### src/rtl/scm_pkg.sv
package scm_pkg;
  localparam int unsigned REF_W  = 16;
  localparam int unsigned FRAC_W = 14;
  localparam int unsigned G_W    = 18;
  localparam int unsigned G_FRAC = 10;

  localparam logic signed [REF_W-1:0] UNIT = REF_W'(1 << FRAC_W);

  localparam longint PI_Q20   = 3294198;
  localparam longint G_EDGE   = 1773;   // pi/(2*0.907) in G_FRAC=10
  localparam longint OM_MILLI = 907;

  // gain table entry: pi/(2m) below the overmodulation edge, linear to zero above
  function automatic logic [G_W-1:0] gain_entry(int idx, int n);
    longint d;
    longint v;
    if (longint'(2*idx+1) * 1000 < OM_MILLI * 2 * n) begin
      d = longint'(2*idx+1) * 1048576;
      v = (PI_Q20 * n * (longint'(1) << G_FRAC) + d / 2) / d;
    end else begin
      v = (G_EDGE * longint'(2*n - 2*idx - 1) * 1000) / (longint'(2*n) * 93);
    end
    if (v > (longint'(1) << G_W) - 1) v = (longint'(1) << G_W) - 1;
    return G_W'(v);
  endfunction
endpackage

### src/rtl/scm_carrier.sv
module scm_carrier
  import scm_pkg::*;
#(
  parameter int unsigned HALF_LOG2 = 6
) (
  input  logic                    clk_i,
  input  logic                    rst_ni,
  output logic signed [REF_W-1:0] k_o,
  output logic                    peak_o
);
  localparam int unsigned CNT_W   = HALF_LOG2 + 1;
  localparam int unsigned HALF    = 1 << HALF_LOG2;
  localparam int unsigned STEP_SH = FRAC_W + 1 - HALF_LOG2;
  localparam int          STEP    = 1 << STEP_SH;

  logic [CNT_W-1:0] cnt_q;
  logic             up_q;
  logic [REF_W-1:0] off;

  always_ff @(posedge clk_i or negedge rst_ni) begin
    if (!rst_ni) begin
      cnt_q <= '0;
      up_q  <= 1'b1;
    end else if (up_q) begin
      cnt_q <= cnt_q + 1'b1;
      if (cnt_q == CNT_W'(HALF - 1)) up_q <= 1'b0;
    end else begin
      cnt_q <= cnt_q - 1'b1;
      if (cnt_q == CNT_W'(1)) up_q <= 1'b1;
    end
  end

  // 16-bit wrap is exact: 16384 - 32768 = -16384
  assign off    = REF_W'(cnt_q) << STEP_SH;
  assign k_o    = UNIT - signed'(off);
  assign peak_o = (cnt_q == '0);

  p_carrier_bounds_r1: assert property (@(posedge clk_i) disable iff (!rst_ni)
    (k_o >= -UNIT) && (k_o <= UNIT));

  p_carrier_step_r1: assert property (@(posedge clk_i) disable iff (!rst_ni)
    $past(rst_ni) |-> ((int'(k_o) - int'($past(k_o)) == STEP) ||
                       (int'(k_o) - int'($past(k_o)) == -STEP)));
endmodule

### src/rtl/scm_gain_lut.sv
module scm_gain_lut
  import scm_pkg::*;
#(
  parameter int unsigned LUT_AW = 6
) (
  input  logic              clk_i,
  input  logic              rst_ni,
  input  logic [LUT_AW-1:0] idx_i,
  input  logic              load_i,
  output logic [G_W-1:0]    g_o
);
  localparam int unsigned LUT_N = 1 << LUT_AW;

  logic [G_W-1:0] tab [LUT_N];
  logic [G_W-1:0] g_q;

  for (genvar gi = 0; gi < LUT_N; gi++) begin : g_row
    localparam logic [G_W-1:0] ENTRY = gain_entry(gi, LUT_N);
    assign tab[gi] = ENTRY;
  end

  always_ff @(posedge clk_i or negedge rst_ni) begin
    if (!rst_ni)     g_q <= '0;
    else if (load_i) g_q <= tab[idx_i];
  end

  assign g_o = g_q;

  p_gain_hold_r6: assert property (@(posedge clk_i) disable iff (!rst_ni)
    ($past(rst_ni) && !$past(load_i)) |-> (g_o == $past(g_o)));
endmodule

### src/rtl/scm_leg.sv
module scm_leg
  import scm_pkg::*;
(
  input  logic                  clk_i,
  input  logic                  rst_ni,
  input  logic signed [REF_W-1:0] ref_i,
  input  logic signed [REF_W:0]   q_i,
  output logic                  hi_o,
  output logic                  lo_o
);
  logic signed [REF_W:0] ref2;
  logic                  on;

  assign ref2 = {ref_i, 1'b0};
  assign on   = (ref2 >= q_i);

  always_ff @(posedge clk_i or negedge rst_ni) begin
    if (!rst_ni) begin
      hi_o <= 1'b0;
      lo_o <= 1'b0;
    end else begin
      hi_o <= on;
      lo_o <= ~on;
    end
  end

  p_complement_r5: assert property (@(posedge clk_i) disable iff (!rst_ni)
    $past(rst_ni) |-> (lo_o == ~hi_o));
endmodule

### src/rtl/shaped_carrier_modulator.sv
module shaped_carrier_modulator
  import scm_pkg::*;
#(
  parameter int unsigned HALF_LOG2 = 6,
  parameter int unsigned LUT_AW    = 6
) (
  input  logic                    clk_i,
  input  logic                    rst_ni,
  input  logic signed [REF_W-1:0] ref_a_i,
  input  logic signed [REF_W-1:0] ref_b_i,
  input  logic signed [REF_W-1:0] ref_c_i,
  input  logic signed [REF_W-1:0] zseq_i,
  input  logic [LUT_AW-1:0]       m_code_i,
  output logic [2:0]              gate_hi_o,
  output logic [2:0]              gate_lo_o
);
  localparam int unsigned PROD_W = REF_W + G_W + 1;
  localparam logic signed [PROD_W-1:0] P_MAX = PROD_W'((1 << (REF_W-1)) - 1);
  localparam logic signed [PROD_W-1:0] P_MIN = -P_MAX - 1;

  logic signed [REF_W-1:0]  k;
  logic                     peak;
  logic [G_W-1:0]           g;
  logic signed [PROD_W-1:0] prod_full;
  logic signed [PROD_W-1:0] prod_sh;
  logic signed [REF_W-1:0]  prod_sat;
  logic signed [REF_W:0]    q;
  logic signed [REF_W-1:0]  ref_arr [3];

  scm_carrier #(.HALF_LOG2(HALF_LOG2)) carrier_i (
    .clk_i (clk_i),
    .rst_ni(rst_ni),
    .k_o   (k),
    .peak_o(peak)
  );

  scm_gain_lut #(.LUT_AW(LUT_AW)) gain_i (
    .clk_i (clk_i),
    .rst_ni(rst_ni),
    .idx_i (m_code_i),
    .load_i(peak),
    .g_o   (g)
  );

  // single multiply shared by all legs
  assign prod_full = k * $signed({1'b0, g});
  assign prod_sh   = prod_full >>> G_FRAC;

  always_comb begin
    if (prod_sh > P_MAX)      prod_sat = P_MAX[REF_W-1:0];
    else if (prod_sh < P_MIN) prod_sat = P_MIN[REF_W-1:0];
    else                      prod_sat = prod_sh[REF_W-1:0];
  end

  assign q = {prod_sat[REF_W-1], prod_sat} - {zseq_i[REF_W-1], zseq_i};

  assign ref_arr[0] = ref_a_i;
  assign ref_arr[1] = ref_b_i;
  assign ref_arr[2] = ref_c_i;

  for (genvar li = 0; li < 3; li++) begin : g_leg
    scm_leg leg_i (
      .clk_i (clk_i),
      .rst_ni(rst_ni),
      .ref_i (ref_arr[li]),
      .q_i   (q),
      .hi_o  (gate_hi_o[li]),
      .lo_o  (gate_lo_o[li])
    );
  end

  p_reset_low_r7: assert property (@(posedge clk_i)
    !rst_ni |-> (gate_hi_o == 3'b000) && (gate_lo_o == 3'b000));
endmodule

### config.mk
export PLATFORM = sky130hd
export DESIGN_NAME = shaped_carrier_modulator
export DESIGN_NICKNAME = d
export VERILOG_FILES = /design/src/rtl/scm_pkg.sv /design/src/rtl/scm_carrier.sv /design/src/rtl/scm_gain_lut.sv /design/src/rtl/scm_leg.sv /design/src/rtl/shaped_carrier_modulator.sv
export SDC_FILE = /design/constraint.sdc
export NUM_CORES = 1
export LEC_CHECK = 0
export BUFFER_PORTS_ARGS = -buffer_cell sky130_fd_sc_hd__buf_2
export CAP_MARGIN = 0
export CORE_MARGIN = 2
export CORE_UTILIZATION = 30
export CTS_BUF_LIST = sky130_fd_sc_hd__clkbuf_8 sky130_fd_sc_hd__clkbuf_16
export CTS_CLUSTER_SIZE = 16
export DETAILED_ROUTE_END_ITERATION = 8
export PLACE_DENSITY = 0.49
export SYNTH_ARGS = -nofsm -noshare
export SYNTH_HDL_FRONTEND = slang
export SYNTH_SLANG_ARGS = --single-unit
### constraint.sdc
create_clock -name clk_i -period 10 [get_ports clk_i]
set_clock_uncertainty 0.2 [all_clocks]
set_input_delay 1.5 -clock clk_i [delete_from_list [all_inputs] [get_ports clk_i]]
set_output_delay 1.5 -clock clk_i [all_outputs]
set_load 0.03 [all_outputs]
==> flow_summary.ini <==
[clocking]
cts_sinks = 32
clk_transition_reported_paths_ns = 0.06
insertion_delay_ns = 0.29
tritoncts.num_buffers = 5
htreeDepth = 2
cts_tree = yes
clockBufferDepth = 2
cts-hold-fix-buffers = 0
cell_chosen_for_the_clock_root = sky130_fd_sc_hd__clkbuf_16

[finish]
finish.instance_area_um2 = 12100
area_growth_pct = 28.8
seq_area_um2 = 802
antenna-diode-count = 0
postLayoutCoreUtil_pct = 39.5
multi_input_area_um2 = 8600
fillerInstances = 3180
final_net_count = 1660
drive_above_1_share_pct = 26.7

[sta]
post-route-min-period_ns = 10.12
hold_viol_final = 0
final.period_utilization_pct = 101
timing.fmax_ghz = 0.0988
final_setup_fails = 6
worst_slew_pin_slew_ns = 0.809
slew_violations = 0
final_critical_path_setup_slack_ns = -0.124
timing.slew.headroom_pct = 46.1
totalNegativeSetupSlack_ns = -0.469
rsz0062_at_grt = true

[worst_setup_path]
critical_path.most_common_cell = sky130_fd_sc_hd__fa_1
crit_arrival_ns = 10.12
slowest_delay_ns = 0.59
crit_type = reg2reg
worst_ep_required_time_ns = 9.99
rr_worst_depth = 41
worst-path-max-fanout = 7
timing.critical_path.from_type = register
critical-path-slowest-cell = sky130_fd_sc_hd__fa_1
cp-end-kind = register

[grt]
vias_in_the_first_global_route = 8697
grt_first_pass_wirelength_um = 42000
grt.total_usage_pct = 15.4
global_route.overflow_total = 0
pin_count_of_the_biggest_net_entering_global_routing = 65
antenna_found_initial = 0

[logic_synthesis]
dominant_combinational_cell_family_by_area_after_synthesis = adder cells
synth.net_count = 1486
synth_seq_area_share_pct = 8.50
post_synth_num_cell_types = 69
synth-seq-cells = 32
post_synth.cell_area_avg_um2 = 8.14
fraction_of_synthesized_area_in_multiplexers_pct = 1.02
yosys_most_used_dff = sky130_fd_sc_hd__dfrtp_1
synth_compound_area_share_pct = 19.6
mappedNetlistArea_um2 = 9430
synth_edf_count = 0
yosys_warnings = 0
synthXorXnorAreaFrac_pct = 4.18
synth_cells = 1158
synth-simple-area-share_pct = 16.9
adder_cell_area_share_of_the_yosys_netlist_pct = 40.9
async_flop_share_pct = 100

[drt]
met3_length_um = 525
route.antenna.remaining_nets = 0
route.final.wire_length_um = 25100
first_pass_iters = 5
detail_route.drc_violations = 0
drt_first_iter_violations = 428
routedWlPerCell_um = 14.5
highest_metal_layer_used_by_the_detailed_router = met4
via_count_normalized_by_instance_count = 4.89
vias = 8462
met2_length_um = 11900
drt-met1-wl_um = 12500

[placed_design]
port_bufs = 77
dpl.hpwl_um = 19600
dpl-instance-area_um2 = 11100
place_ws_ns = -0.409
finalWeightedCongestion = 0.835

[die]
floorplan.rows = 64
design.portCount = 78
die_x_um = 181
dieArea_um2 = 32900
fp.coreArea_um2 = 30700
initial_utilization_pct = 30.7
die-height_um = 181

[power]
pwr_density_cell_nw_per_um2 = 240
peakVddDrop_uv = 115
leakage_nw = 5.84
post-layout-total-power_mw = 2.91

[min_path]
hold_path_depth = 1
hold_class = reg2reg

[outcome]
violations = negative setup slack
outcome = complete, but fails checks

[flow_run]
drv_cap = 0
## cells in the mapped netlist (11+ instances only)
cell,count,share of area (%)
sky130_fd_sc_hd__nor2_1,59,2.3
sky130_fd_sc_hd__inv_1,156,6.2
sky130_fd_sc_hd__o21a_1,11,0.88
sky130_fd_sc_hd__o211ai_1,12,0.96
sky130_fd_sc_hd__fa_1,81,17
sky130_fd_sc_hd__clkbuf_1,38,1.5
sky130_fd_sc_hd__nor3_1,13,0.69
sky130_fd_sc_hd__o21ai_0,75,4.0
sky130_fd_sc_hd__and2_1,84,5.6
sky130_fd_sc_hd__nand2_1,95,3.8
sky130_fd_sc_hd__a21oi_1,66,3.5
sky130_fd_sc_hd__nand3_1,11,0.58
sky130_fd_sc_hd__a21o_1,29,2.3
sky130_fd_sc_hd__ha_1,175,23
sky130_fd_sc_hd__dfrtp_1,31,8.2
sky130_fd_sc_hd__xnor2_1,28,2.6
sky130_fd_sc_hd__a31oi_1,14,0.93
sky130_fd_sc_hd__xor2_1,17,1.6
## through the flow
stage          hold WS [ns]  std cells
5_1_grt               0.406       1729
3_5_place_dp          0.344       1693
2_1_floorplan         0.306       1158
3_3_place_gp          0.348       1693
4_1_cts               0.354       1721
6_report              0.353       1729
## worst paths after layout
check                      slack (ns)               start             endpoint
min reg2reg                      0.35  carrier_i.cnt_q[6]   carrier_i.cnt_q[6]
min in group asynchronous        1.08              rst_ni  g_leg[2].leg_i.hi_o
max in group asynchronous        7.98              rst_ni        gain_i.g_o[8]
min                              0.35  carrier_i.cnt_q[6]   carrier_i.cnt_q[6]
max reg2reg                     -0.12  carrier_i.cnt_q[2]  g_leg[2].leg_i.hi_o
max                             -0.12  carrier_i.cnt_q[2]  g_leg[2].leg_i.hi_o
## placed cells by master (no fill, tap or decap), types with 9 or more instances in the layout
cell and n:
sky130_fd_sc_hd__inv_1 152, sky130_fd_sc_hd__o21ai_2 14, sky130_fd_sc_hd__nand3_1 9, sky130_fd_sc_hd__a21o_1 29
sky130_fd_sc_hd__o211ai_1 12, sky130_fd_sc_hd__o21ai_1 9, sky130_fd_sc_hd__xor2_1 12, sky130_fd_sc_hd__o21a_1 11
sky130_fd_sc_hd__nor2_1 56, sky130_fd_sc_hd__buf_4 135, sky130_fd_sc_hd__nand2_1 92, sky130_fd_sc_hd__and2_1 84
sky130_fd_sc_hd__fa_1 79, sky130_fd_sc_hd__buf_2 79, sky130_fd_sc_hd__nand4_1 9, sky130_fd_sc_hd__a21oi_1 54
sky130_fd_sc_hd__o21ai_0 65, sky130_fd_sc_hd__ha_1 148, sky130_fd_sc_hd__xnor2_1 24, sky130_fd_sc_hd__ha_4 22
sky130_fd_sc_hd__nor3_1 11, sky130_fd_sc_hd__dfrtp_1 31, sky130_fd_sc_hd__a31oi_1 11, sky130_fd_sc_hd__a21oi_2 13
## registers in the layout (all words and copies together) (netlist names)
register and cells:
g_leg.leg_i.hi_o 3, carrier_i.up_q 1, g_leg.leg_i.lo_o 3, carrier_i.cnt_q 7, gain_i.g_o 18
## kinds of logic after synthesis
family                   Yosys count
adder cells (fa/ha/maj)          261
buffers and inverters            212
AND/OR/NAND/NOR                  319
multiplexers                       7
AO/OA/AOI/OAI                    282
XOR/XNOR                          45
flip-flops                        32
## worst max-delay path, delay by kind of cell, from the launching register on
| kind | cells | cell delay (ns) |
|---|---|---|
| compound gates | 19 | 3.65 |
| xor+xnor | 2 | 0.24 |
| fa+ha+maj | 11 | 3.97 |
| buf+inv | 4 | 0.41 |
| flops | 1 | 0.41 |
| simple gates | 5 | 1.15 |
## where the power goes
group          total (mW)  internal (mW)  leakage [nW]  switching [mW]
Sequential          0.168          0.148         0.372          0.0200
Combinational        2.56           1.26          5.39            1.30
Clock               0.183          0.117        0.0798          0.0661
## cell type report
type	instances	area share, %
multi-input cells	915	70.8
repair buffers	220	12.3
flip-flops and latches	32	6.60
inverters	158	4.88
well taps	396	4.08
clock buffers	5	1.03
clock inverters	3	0.350
## per-layer routing
metal | up-vias | track usage, %
met5 | - | 0
met1 | 4078 | 21.5
met2 | 90 | 26.2
li1 | 4282 | -
met3 | 12 | 1.27
met4 | 0 | 2.44
## timing repair
item	4_1_cts	5_1_grt
endpoints found under the setup margin	6	6
buffers inserted	19	8
gates resized for setup	66	52
pin swaps	35	25
cloned	1	1
(Power assumes the default switching activity.)
